===== src/rtl/nseq_pkg.sv =====
package nseq_pkg;

    localparam int OP_W = 10;

    localparam int OP_RST   = 0;
    localparam int OP_RDID  = 1;
    localparam int OP_STAT  = 2;
    localparam int OP_STATX = 3;
    localparam int OP_GETF  = 4;
    localparam int OP_SETF  = 5;
    localparam int OP_PARAM = 6;
    localparam int OP_PREAD = 7;
    localparam int OP_PROG  = 8;
    localparam int OP_ERASE = 9;

    localparam int MAX_ADDR_BYTES = 5;

    typedef enum logic [2:0] {
        ST_IDLE,
        ST_CMD1,
        ST_ADDR,
        ST_CMD2,
        ST_WAIT
    } seq_state_t;

    typedef struct packed {
        logic [2:0] fixed_cnt;
        logic       use_prog;
        logic       early_cmd2;
        logic       late_cmd2;
        logic       instant;
        logic       ddr_half;
    } recipe_t;

endpackage


===== src/rtl/nseq_recipe.sv =====
module nseq_recipe
    import nseq_pkg::*;
(
    input  logic [OP_W-1:0] op,
    output recipe_t         rec
);
    always_comb begin
        rec = '0;
        case (1'b1)
            op[OP_RST]:   begin rec.fixed_cnt = 3'd0; rec.instant = 1'b1; end
            op[OP_RDID]:  begin rec.use_prog = 1'b1; rec.ddr_half = 1'b1; end
            op[OP_STAT]:  begin rec.fixed_cnt = 3'd0; rec.ddr_half = 1'b1; end
            op[OP_STATX]: begin rec.fixed_cnt = 3'd3; rec.ddr_half = 1'b1; end
            op[OP_GETF]:  begin rec.fixed_cnt = 3'd1; rec.ddr_half = 1'b1; end
            op[OP_SETF]:  begin rec.fixed_cnt = 3'd1; rec.ddr_half = 1'b1; end
            op[OP_PARAM]: rec.fixed_cnt = 3'd1;
            op[OP_PREAD]: begin rec.use_prog = 1'b1; rec.early_cmd2 = 1'b1; end
            op[OP_PROG]:  begin rec.fixed_cnt = 3'd5; rec.late_cmd2 = 1'b1; end
            op[OP_ERASE]: begin
                rec.use_prog   = 1'b1;
                rec.early_cmd2 = 1'b1;
                rec.instant    = 1'b1;
            end
            default: rec = '0;
        endcase
    end
endmodule


===== src/rtl/nseq_addr_sel.sv =====
module nseq_addr_sel #(
    parameter int IDX_W = 3
) (
    input  logic [31:0]      addr_lo,
    input  logic [31:0]      addr_hi,
    input  logic [IDX_W-1:0] idx,
    output logic [7:0]       addr_byte
);
    localparam int SLOTS = 1 << IDX_W;

    logic [7:0] slot [SLOTS];

    for (genvar g = 0; g < SLOTS; g++) begin : g_slot
        if (g < 4) begin : g_lo
            assign slot[g] = addr_lo[8*g +: 8];
        end else if (g == 4) begin : g_hi
            assign slot[g] = addr_hi[7:0];
        end else begin : g_none
            assign slot[g] = 8'h00;
        end
    end

    assign addr_byte = slot[idx];
endmodule


===== src/rtl/nand_seq_ctrl.sv =====
module nand_seq_ctrl
    import nseq_pkg::*;
#(
    parameter int CS_W   = 2,
    parameter int HOLD_W = 4,
    parameter int PKT_W  = 11
) (
    input  logic                 clk,
    input  logic                 rst_n,
    input  logic                 op_wr_en,
    input  logic [OP_W-1:0]      op_wr_data,
    input  logic [7:0]           cmd1,
    input  logic [7:0]           cmd2,
    input  logic [2:0]           addr_cnt,
    input  logic [31:0]          addr_lo,
    input  logic [31:0]          addr_hi,
    input  logic [HOLD_W-1:0]    hold_clks,
    input  logic [PKT_W-1:0]     pkt_size,
    input  logic                 ddr_mode,
    input  logic                 data_done,
    output logic                 nand_cle,
    output logic                 nand_ale,
    output logic                 nand_we_n,
    output logic [7:0]           nand_io,
    output logic [(1<<CS_W)-1:0] nand_ce_n,
    output logic [PKT_W-1:0]     xfer_len,
    output logic                 busy,
    output logic                 done,
    output logic                 addr_err
);
    localparam int NUM_CS = 1 << CS_W;
    localparam logic [HOLD_W-1:0] HOLD_MIN = HOLD_W'(2);

    typedef struct packed {
        seq_state_t       st;
        logic [OP_W-1:0]  op;
        logic [2:0]       idx;
        logic [2:0]       total;
        logic [HOLD_W-1:0] cnt;
        logic [CS_W-1:0]  cs;
        logic             done;
        logic             err;
    } seq_regs_t;

    seq_regs_t q, d;
    recipe_t   rec_new, rec_cur;
    logic [7:0] addr_byte;
    logic [HOLD_W-1:0] eff_hold;
    logic [2:0] req_cnt;
    logic last_tick, accept, in_phase;

    nseq_recipe u_rec_new (.op(op_wr_data), .rec(rec_new));
    nseq_recipe u_rec_cur (.op(q.op),       .rec(rec_cur));

    nseq_addr_sel #(.IDX_W(3)) u_addr (
        .addr_lo(addr_lo), .addr_hi(addr_hi), .idx(q.idx), .addr_byte(addr_byte)
    );

    assign eff_hold  = (hold_clks < HOLD_MIN) ? HOLD_MIN : hold_clks;
    assign in_phase  = (q.st == ST_CMD1) || (q.st == ST_ADDR) || (q.st == ST_CMD2);
    assign last_tick = (q.cnt == eff_hold - HOLD_W'(1));
    assign accept    = op_wr_en && $onehot(op_wr_data) && (q.op == '0);
    assign req_cnt   = rec_new.use_prog ? addr_cnt : rec_new.fixed_cnt;

    always_comb begin
        d      = q;
        d.done = 1'b0;
        d.err  = 1'b0;
        if (in_phase) begin
            d.cnt = last_tick ? '0 : q.cnt + HOLD_W'(1);
        end
        case (q.st)
            ST_IDLE: begin
                if (accept) begin
                    d.st    = ST_CMD1;
                    d.op    = op_wr_data;
                    d.cnt   = '0;
                    d.idx   = '0;
                    d.total = (req_cnt > 3'(MAX_ADDR_BYTES)) ? 3'(MAX_ADDR_BYTES) : req_cnt;
                    d.err   = (req_cnt > 3'(MAX_ADDR_BYTES));
                    d.cs    = addr_hi[31 -: CS_W];
                end
            end
            ST_CMD1: begin
                if (last_tick) begin
                    if (q.total != 3'd0)          d.st = ST_ADDR;
                    else if (rec_cur.early_cmd2)  d.st = ST_CMD2;
                    else if (rec_cur.instant) begin
                        d.st = ST_IDLE; d.op = '0; d.done = 1'b1;
                    end else                      d.st = ST_WAIT;
                end
            end
            ST_ADDR: begin
                if (last_tick) begin
                    if (q.idx == q.total - 3'd1) begin
                        d.idx = '0;
                        if (rec_cur.early_cmd2)   d.st = ST_CMD2;
                        else if (rec_cur.instant) begin
                            d.st = ST_IDLE; d.op = '0; d.done = 1'b1;
                        end else                  d.st = ST_WAIT;
                    end else begin
                        d.idx = q.idx + 3'd1;
                    end
                end
            end
            ST_CMD2: begin
                if (last_tick) begin
                    if (rec_cur.instant || rec_cur.late_cmd2) begin
                        d.st = ST_IDLE; d.op = '0; d.done = 1'b1;
                    end else begin
                        d.st = ST_WAIT;
                    end
                end
            end
            ST_WAIT: begin
                if (data_done) begin
                    if (rec_cur.late_cmd2) begin
                        d.st  = ST_CMD2;
                        d.cnt = '0;
                    end else begin
                        d.st = ST_IDLE; d.op = '0; d.done = 1'b1;
                    end
                end
            end
            default: d.st = ST_IDLE;
        endcase
    end

    always_ff @(posedge clk) begin
        if (!rst_n) begin
            q    <= '0;
            q.st <= ST_IDLE;
        end else begin
            q <= d;
        end
    end

    always_comb begin
        nand_cle  = (q.st == ST_CMD1) || (q.st == ST_CMD2);
        nand_ale  = (q.st == ST_ADDR);
        nand_we_n = !(in_phase && (q.cnt == (eff_hold >> 1)));
        case (q.st)
            ST_CMD1: nand_io = cmd1;
            ST_CMD2: nand_io = cmd2;
            ST_ADDR: nand_io = addr_byte;
            default: nand_io = 8'h00;
        endcase
        nand_ce_n = '1;
        if (q.op != '0) nand_ce_n[q.cs] = 1'b0;
        xfer_len = (ddr_mode && rec_cur.ddr_half) ? (pkt_size >> 1) : pkt_size;
        busy     = in_phase;
        done     = q.done;
        addr_err = q.err;
    end

    AST_ONEHOT_OP: assert property (@(posedge clk) disable iff (!rst_n)
        $onehot0(q.op));
    AST_REJECT_PENDING: assert property (@(posedge clk) disable iff (!rst_n)
        (op_wr_en && q.op != '0) |=> (q.op == $past(q.op) || q.op == '0));
    AST_STROBE_PHASE: assert property (@(posedge clk) disable iff (!rst_n)
        !nand_we_n |-> (nand_cle ^ nand_ale));
    AST_ADDR_LIMIT: assert property (@(posedge clk) disable iff (!rst_n)
        nand_ale |-> (q.idx < 3'(MAX_ADDR_BYTES)));
    AST_CE_SINGLE: assert property (@(posedge clk) disable iff (!rst_n)
        $countones(~nand_ce_n) <= 1);
    AST_BUSY_PENDING: assert property (@(posedge clk) disable iff (!rst_n)
        busy |-> (q.op != '0));
    AST_DONE_AFTER_OP: assert property (@(posedge clk) disable iff (!rst_n)
        $rose(done) |-> ($past(q.op) != '0));

    initial begin
        AST_CS_COUNT: assert (NUM_CS >= 2);
    end
endmodule


===== config.mk =====
export PLATFORM = sky130hd
export DESIGN_NAME = nand_seq_ctrl
export DESIGN_NICKNAME = d
export VERILOG_FILES = /design/src/rtl/nseq_pkg.sv /design/src/rtl/nseq_recipe.sv /design/src/rtl/nseq_addr_sel.sv /design/src/rtl/nand_seq_ctrl.sv
export SDC_FILE = /design/constraint.sdc
export NUM_CORES = 1
export LEC_CHECK = 0
export CORE_MARGIN = 8
export CORE_UTILIZATION = 42
export DETAILED_ROUTE_END_ITERATION = 6
export PLACE_DENSITY = 0.82
export SLEW_MARGIN = 20
export SYNTH_ARGS = -nofsm -noshare
export SYNTH_HDL_FRONTEND = slang
export SYNTH_HIERARCHICAL = 1
export SYNTH_SLANG_ARGS = --single-unit

===== constraint.sdc =====
create_clock -name clk -period 4.3 [get_ports clk]
set_input_delay 0.43 -clock clk [delete_from_list [all_inputs] [get_ports clk]]
set_output_delay 0.43 -clock clk [all_outputs]
set_load 0.03 [all_outputs]

* Yosys cells after proc, flatten, opt, wreduce, memory -nomap -nowiden
Cells that the tools add are included.
Operators by class: add/subtract/negate cells 13, order comparisons 5, eq/ne operators 17, multiplexer cells 99, bitwise operators 2, reductions and logical operators 21
Operators by type and width (number):
- 1-bit two-way mux | 54
- 13-bit two-way mux | 4
- 10-bit two-way mux | 5
- 10-bit case mux with 5 select lines | 1
- 3-bit two-way mux | 16
- 25-bit two-way mux | 1
- 8-bit binary-select mux with 3-bit select | 1
- 4-bit two-way mux | 6
- 8-bit case mux with 3 select lines | 1
- 16-bit two-way mux | 1
- 8-bit two-way mux | 2
- 3-bit case mux with 5 select lines | 1
- 2-bit != test, second input constant | 6
- 11-bit two-way mux | 1
- 1-bit by 1-bit adder with 2-bit output | 5
- 10-bit logical NOT | 1
- 10-bit AND reduction | 1
- 10-bit nonzero test | 1
- 4-bit case mux with 2 select lines | 1
- 2-bit by 2-bit adder with 3-bit output | 2
- 3-bit by 2-bit == test with 1-bit output, second input constant | 2
- 2-bit by 1-bit != test with 1-bit output, second input constant | 3
- 3-bit case mux with 2 select lines | 1
- 3-bit AND reduction | 2
- other kinds (31) | 38
Word-level totals: register bits 27, input port bits 113, output and inout port bits 29, word-level logic and storage cells 165

* Logic depth before layout (Yosys ltp)
Gate-level depths: netlist (run 1).
word-level depth 15, gate-level depth with buffers 14, depth with buffers taken out 13

* By module
The synthesis (run 1) kept the hierarchy.
Modules (own cells, without submodules):
- nand_seq_ctrl | times used 1, cells an instance 274, area each 2317.2 µm²
- nseq_addr_sel | times used 1, cells an instance 40, area each 360.3 µm²
- nseq_recipe | times used 2, cells an instance 18, area each 138.9 µm²

* Worst setup path before layout (run 1)
OpenSTA, ideal clock, no wires.
kind input to register, start point input op_wr_data[0], end point register q[14] (netlist bit), arrival time 3.854 ns, required time 4.228 ns, path slack 0.375 ns, stages 14, path through fa_1 fa_1 inv_1 fa_1 inv_1 ha_1 inv_1 fa_1 a2111o_1 a21oi_1 a31oi_2 a211oi_2 buf_6 mux2i_1
On the way: cells in the longest elaborated chain, start to end 9, elaborated cells on any way between the ends 11
Ends and longest elaborated chain:
- start: declaration | line nand_seq_ctrl.sv:11 | input logic [OP_W-1:0] op_wr_data,
- 1-bit by 1-bit adder with 2-bit output (not written as such) | line nand_seq_ctrl.sv:62 | assign accept = op_wr_en && $onehot(op_wr_data) && (q.op == '0);
- 2-bit by 2-bit adder with 3-bit output (not written as such) | line nand_seq_ctrl.sv:62
- 3-bit by 3-bit adder with 4-bit output (not written as such) | line nand_seq_ctrl.sv:62
- 4-bit by 2-bit adder with 4-bit output (not written as such) | line nand_seq_ctrl.sv:62
- 4-bit by 1-bit == test with 1-bit output | line nand_seq_ctrl.sv:62
- 1-bit logical AND (2 in series) | line nand_seq_ctrl.sv:62
- 2-bit != test (no source line)
- 10-bit AND reduction (no source line)
- end: declaration | line nand_seq_ctrl.sv:45 | seq_regs_t q, d;
Several ways; a longest one is shown, not always the timed one. The select of a mux whose other input is x is not followed. A chain may end at the register's enable or synchronous reset.

* Final worst setup path (run 1)
start point input op_wr_data[3], end point register q[21] (netlist bit)
On the way: cells in the longest elaborated chain, start to end 9
Ends and longest elaborated chain (line):
- 1-bit by 1-bit adder with 2-bit output (not written as such) | nand_seq_ctrl.sv:62
- 2-bit by 2-bit adder with 3-bit output (not written as such) | nand_seq_ctrl.sv:62
- 3-bit by 3-bit adder with 4-bit output (not written as such) | nand_seq_ctrl.sv:62
- 4-bit by 2-bit adder with 4-bit output (not written as such) | nand_seq_ctrl.sv:62
- 4-bit by 1-bit == test with 1-bit output | nand_seq_ctrl.sv:62
- 1-bit logical AND (2 in series) | nand_seq_ctrl.sv:62
- 2-bit != test (no source line)
- 10-bit AND reduction (no source line)
No other way between the ends.

==> flow_summary.json, run 1 <==
{
  "first_pass_iters": 4,
  "grt_max_degree": 29,
  "route.antenna.remaining_nets": 0,
  "clk_latency_ns": 0.28,
  "yosys_warnings": 6,
  "slowest_delay_ns": 0.52,
  "syn-cell-area_sq_um": 2870,
  "cts_root_buf": "clkbuf_8",
  "grt_remaining_overflow": 0,
  "start_util_pct": 42.7,
  "postRouteWirelength_microns": 8660,
  "period_needed_ns": 4.11,
  "placedInstanceArea_sq_um": 4120,
  "seqPwrFrac_pct": 33.4,
  "final_area_sq_um": 4190,
  "gp_congestion": 0.865,
  "clock_power_share_pct": 19.0,
  "p_leak_nw": 1.54,
  "grt_pass1_vias": 3007,
  "die_area_sq_um": 9730,
  "die_w_microns": 98.6,
  "fin_skew_ns": 0.00294,
  "die_h_microns": 98.6,
  "cap_violations": 0,
  "final.setup.tns_ns": 0,
  "post-dp-hpwl_microns": 7190,
  "p_total_mw": 0.804,
  "slowest_stage": "fa_1",
  "nNetsFinal": 582,
  "area_growth_syn_to_layout_pct": 46.0,
  "p_per_area_nw_per_um2": 192,
  "timing.final.ws_setup_ns": 0.191,
  "fp-row-count": 30,
  "core-area_sq_um": 6720,
  "port_buffers": 119,
  "setup_violations": 0,
  "switching_share_pct": 33.3,
  "cts_hold_buf": 0,
  "io_pins": 142,
  "p_switching_mw": 0.267,
  "hold_viol": 0,
  "drc": 0,
  "crit_path_end_kind": "flip-flop",
  "startpoint_type": "input pin",
  "viasPerCell": 5.51,
  "drv_slew": 0,
  "cp.arrival_ns": 4.33,
  "cts-htree-levels": 1,
  "outcome": "completed",
  "internal_power_mw": 0.537,
  "fmaxAchievable_mhz": 243,
  "grt_pass1_wl_microns": 14300,
  "vias": 2947,
  "synth_area_per_cell_sq_um": 8.48,
  "cp_top_family": "adder cells",
  "hp-class": "reg -> reg",
  "post-place-ws_ns": -0.409,
  "syn-instance-count": 338,
  "cts_buffers": 3,
  "power_frac_comb_pct": 47.6,
  "antenna_found_initial": 0,
  "diodes": 0,
  "cts.sinks": 27,
  "ir_drop_mv": 0.133,
  "grt.total_usage_pct": 17.5,
  "required_ns": 4.52,
  "syn-num-nets": 464,
  "rsz0062_at_grt": "no",
  "worstMarginPinSlew_ns": 0.859,
  "path_clk_slew_ns": 0.10,
  "relSlewSlack_pct": 42.7,
  "cts_tree": "done",
  "critPathBufInv": 6,
  "crit_chain": "dlygate4sd2_1 > fa_1 > fa_1 > inv_1 > fa_1 > inv_1 > ha_2 > inv_1 > fa_2 > a2111o_1 > a21oi_2 > buf_4 > a31oi_2 > a211oi_2 > buf_4 > mux2i_1",
  "crit_type": "in -> reg",
  "finalCritPeriodShare_pct": 95.6,
  "drtIter0Drc": 151,
  "wl_per_cell_microns": 16.2,
  "cp_max_fo": 5,
  "layout-drive-gt1-share_pct": 14.1,
  "cts.path.max_buffers": 2
}
## tightest hold or removal path, cell delays in order, from the launching register on
cell and delay, ns:
dfxtp_1 0.34, nand2_1 0.06, mux2i_1 0.06
## metrics by stage
step                std cells  util (%)  hold slack, ns
global placement          530      61.3           0.470
CTS                       535      62.2           0.512
global route              535      62.3           0.533
finish                    535      62.3           0.508
floorplan                 338         -           0.450
detailed placement        530      61.3           0.497
## cell usage in the layout (no fill, tap or decap), types with 4 or more instances in the layout
cell type and n:
o31ai_1 7, dfxtp_1 27, nor3b_1 6, nand3b_1 4, nor2_1 31, xnor2_1 5, inv_1 18, mux2_4 6
nand4_1 6, a21oi_1 12, nand2_1 39, nor2b_1 5, mux2i_1 21, xor2_1 6, a221o_1 6, mux2_2 20
clkdlybuf4s50_1 113, a22oi_1 8, buf_4 14, fa_1 5, dlygate4sd2_1 5, ha_1 6, o21ai_0 8, nand3_1 9
nand2b_1 6
## per-layer routing
metal / track usage, % / share of wire, % / vias to the layer above / routed length (microns)
met5: 0 / 0 / - / 0
met1: 20.4 / 41 / 1380 / 3530
met2: 32.0 / 52 / 90 / 4500
met4: 3.31 / 1.1 / 0 / 95
met3: 3.52 / 6.2 / 11 / 537
li1: - / - / 1466 / -
## worst paths after layout
path | slack, ns | to | depth (start not counted) | start
worst min register to register | 0.51 | q[16]$_SDFFE_PN0P_ | 2 | q[16]$_SDFFE_PN0P_
worst max register to register | 1.74 | q[21]$_SDFFE_PN0P_ | 9 | q[20]$_SDFFE_PN0P_
worst max-delay path | 0.19 | q[21]$_SDFFE_PN0P_ | 16 | op_wr_data[3]
worst min-delay path | 0.51 | q[16]$_SDFFE_PN0P_ | 2 | q[16]$_SDFFE_PN0P_
## timing repair
action	CTS	global route
setup buffers	0	0
endpoints found under the hold margin	0	0
gates cloned	1	0
pin swaps	3	4
endpoints found under the setup margin	13	12
resized for setup	9	3
## power by group through the flow
stage / Clock, mW / Sequential, mW / Combinational [mW]
finish: 0.153 / 0.268 / 0.382
global route: 0.162 / 0.270 / 0.420
CTS: 0.155 / 0.268 / 0.382
detailed placement: 0 / 0.274 / 0.374
global placement: 0 / 0.273 / 0.362
floorplan: 0 / 0.270 / 0.214
## registers in the layout, summed over array words and instances, names as in the netlist
name and cells:
q 25, addr_err 1, done 1
## cell type report
cell class / count / area, sq um
Sequential cell: 27 / 541
Multi-Input combinational cell: 272 / 2130
Clock buffer: 3 / 41.3
Inverter: 18 / 67.6
Timing Repair Buffer: 134 / 1300
Clock inverter: 1 / 7.51
Fill cell: 579 / 2530
Tap cell: 80 / 100
No activity file was read; power rests on OpenSTA's default activity.
==> run 2: changes to the inputs <==
--- a/config.mk
+++ b/config.mk
@@ -6,11 +6,10 @@
 export NUM_CORES = 1
 export LEC_CHECK = 0
 export CORE_MARGIN = 8
-export CORE_UTILIZATION = 42
+export CORE_UTILIZATION = 39
 export DETAILED_ROUTE_END_ITERATION = 6
-export PLACE_DENSITY = 0.82
+export PLACE_DENSITY = 0.81
 export SLEW_MARGIN = 20
 export SYNTH_ARGS = -nofsm -noshare
 export SYNTH_HDL_FRONTEND = slang
-export SYNTH_HIERARCHICAL = 1
 export SYNTH_SLANG_ARGS = --single-unit
==> flow_summary.json, run 2 <==
{
  "multi_input_area_sq_um": 1900,
  "route.antenna.remaining_nets": 0,
  "die_w_microns": 96.9,
  "cts-htree-levels": 1,
  "grt_pass1_wl_microns": 13600,
  "worstMarginPinSlew_ns": 0.934,
  "cp.arrival_ns": 4.38,
  "crit_path_end_kind": "flip-flop",
  "synth_edf_count": 0,
  "required_ns": 4.48,
  "timing.final.ws_setup_ns": 0.0930,
  "die_h_microns": 96.9,
  "drtIter0Drc": 257,
  "cts_tree": "done",
  "r2r_start": "q[25]$_SDFFE_PN0P_",
  "period_needed_ns": 4.21,
  "synth_async_sr_flop_share_pct": 0,
  "synthFlopType": "dfxtp_1",
  "p_per_area_nw_per_um2": 251,
  "path_clk_slew_ns": 0.10,
  "yosysSeqAreaShare_pct": 21.2,
  "wl_per_cell_microns": 17.9,
  "ir_drop_mv": 0.330,
  "post-place-ws_ns": -0.611,
  "ys_seq_elements": 27,
  "final_cell_mix": "113 x clkdlybuf4s50_1, 27 x dfxtp_1, 20 x inv_1",
  "holdPathEnd": "q[9]$_SDFFE_PN0P_",
  "ys_top_cells_by_count": "27 x dfxtp_1, 21 x inv_1, 15 x nor2_1, 14 x mux2i_1, 12 x o21ai_0",
  "start_util_pct": 40.2,
  "grt_pass1_vias": 2728,
  "cts_hold_buf": 0,
  "core-area_sq_um": 6350,
  "finalCritPeriodShare_pct": 97.8,
  "fp-row-count": 29,
  "port_buffers": 119,
  "syn-num-nets": 411,
  "synth.distinct_cells": 70,
  "final_area_sq_um": 3970,
  "hold_ws_ns": 0.505,
  "top_register": "q",
  "worst_r2r_path_depth": 8,
  "synthMostInstantiatedCell": "dfxtp_1",
  "grt_remaining_overflow": 0,
  "drc": 0,
  "hold_viol": 0,
  "crit_type": "in -> reg",
  "synth_area_per_cell_sq_um": 8.96,
  "slowest_delay_ns": 0.52,
  "grt.total_usage_pct": 16.8,
  "p_leak_nw": 1.51,
  "postCtsSetupBuffers": 0,
  "placedInstanceArea_sq_um": 3870,
  "worstHoldStart": "q[9]$_SDFFE_PN0P_",
  "nNetsFinal": 537,
  "post-dp-hpwl_microns": 7060,
  "clk_latency_ns": 0.28,
  "die_area_sq_um": 9390,
  "postRouteWirelength_microns": 8740,
  "diodes": 0,
  "synth.largest_area_cell": "dfxtp_1",
  "layout_commonest_cell": "clkdlybuf4s50_1",
  "cp-startpoint": "op_wr_data[9]",
  "setup_violations": 0,
  "cts_buffers": 3,
  "fin_skew_ns": 0.00228,
  "layout-drive-gt1-share_pct": 15.6,
  "cap_violations": 0,
  "viasPerCell": 5.57,
  "relSlewSlack_pct": 37.6,
  "dpl.cell_count": 482,
  "r2r_end": "q[25]$_SDFFE_PN0P_",
  "instances_no_fill": 487,
  "area_growth_syn_to_layout_pct": 55.5,
  "fmaxAchievable_mhz": 238,
  "hp-class": "reg -> reg",
  "syn-instance-count": 285,
  "min_path_cells": 2,
  "first_pass_iters": 5,
  "startpoint_type": "input pin",
  "synth_top_area_share_pct": 21.2,
  "io_pins": 142,
  "crit_chain": "dlygate4sd2_1 > fa_1 > fa_1 > inv_1 > fa_1 > inv_2 > ha_4 > inv_1 > fa_2 > a2111oi_4 > buf_4 > o2111a_2 > a21oi_2 > a211o_4 > buf_6 > a221o_2",
  "cts_root_buf": "clkbuf_8",
  "utilization_pct": 62.5,
  "gp_congestion": 0.870,
  "drv_slew": 0,
  "cts.path.max_buffers": 2,
  "vias": 2715,
  "cp_max_fo": 6,
  "seqCellArea_sq_um": 541,
  "worst_path_most_repeated_cell": "fa_1",
  "outcome": "completed",
  "cts.sinks": 27,
  "r2r_slack_ns": 1.76,
  "slowest_stage": "fa_1",
  "grt_max_degree": 22,
  "yosys_warnings": 0,
  "synth.area.top_cells": "dfxtp_1 21%, mux4_2 7.1%, mux2i_1 5.5%",
  "fillers": 530,
  "antenna_found_initial": 0,
  "syn-cell-area_sq_um": 2550,
  "largest_reg_flops": 25
}
## run 2: worst max-delay path: cells and delay by family
family | cells | cell delay [ns]
fa+ha+maj | 5 | 2.01
compound gates | 5 | 1.19
buf+inv | 6 | 0.75
## run 2: layout make-up
class                           count  area share (%)
Multi-Input combinational cell    223            47.9
Timing Repair Buffer              134            32.7
Sequential cell                    27            13.6
Tap cell                           77            2.43
Inverter                           22            2.08
Clock buffer                        3            1.04
Clock inverter                      1           0.189
## run 2: stage by stage
stage,setup TNS (ns),total power [mW]
2_1_floorplan,0,0.586
3_5_place_dp,-10.68,0.805
4_1_cts,0,0.969
5_1_grt,-0.0244,1.05
6_report,0,0.995
3_3_place_gp,-8.74,0.794
## run 2: kinds of logic (layout without fill, tap and decap cells)
logic type,count (synthesis),after routing,synth area share (%)
compound gates,76,77,22.2
xor+xnor,9,9,3.68
fa+ha+maj,13,13,8.14
buf+inv,36,160,6.57
flops,27,27,21.2
mux,32,32,17.0
simple gates,92,92,21.3
## run 2: what timing repair did
item | 4_1_cts | 5_1_grt
cloned | 0 | 1
setup endpoints to repair | 21 | 13
pin swaps | 3 | 9
resized for setup | 12 | 6
## run 2: how the worst max path moves through the flow
| stage | end | slack (ns) | cells past startpoint |
|---|---|---|---|
| global placement | q[16]$_SDFFE_PN0P_ | -0.53 | 16 |
| global route | q[14]$_SDFFE_PN0P_ | -0.02 | 16 |
| CTS | q[14]$_SDFFE_PN0P_ | 0.03 | 16 |
| floorplan | q[15]$_SDFFE_PN0P_ | 0.04 | 15 |
| detailed placement | q[20]$_SDFFE_PN0P_ | -0.61 | 16 |
| finish | q[14]$_SDFFE_PN0P_ | 0.09 | 16 |
## run 2: metal layers
layer | track usage (%) | routed length, microns | part of all wire [%]
met1 | 19.0 | 3400 | 39
met5 | 0 | 0 | 0
met3 | 1.85 | 426 | 4.9
met4 | 3.67 | 81 | 0.93
met2 | 32.4 | 4820 | 55
## run 2: power by group
group	internal (mW)	total, mW	switching, mW	leakage (nW)
registers	0.266	0.282	0.0162	0.218
logic	0.290	0.560	0.270	1.27
clock network	0.0660	0.152	0.0865	0.0217
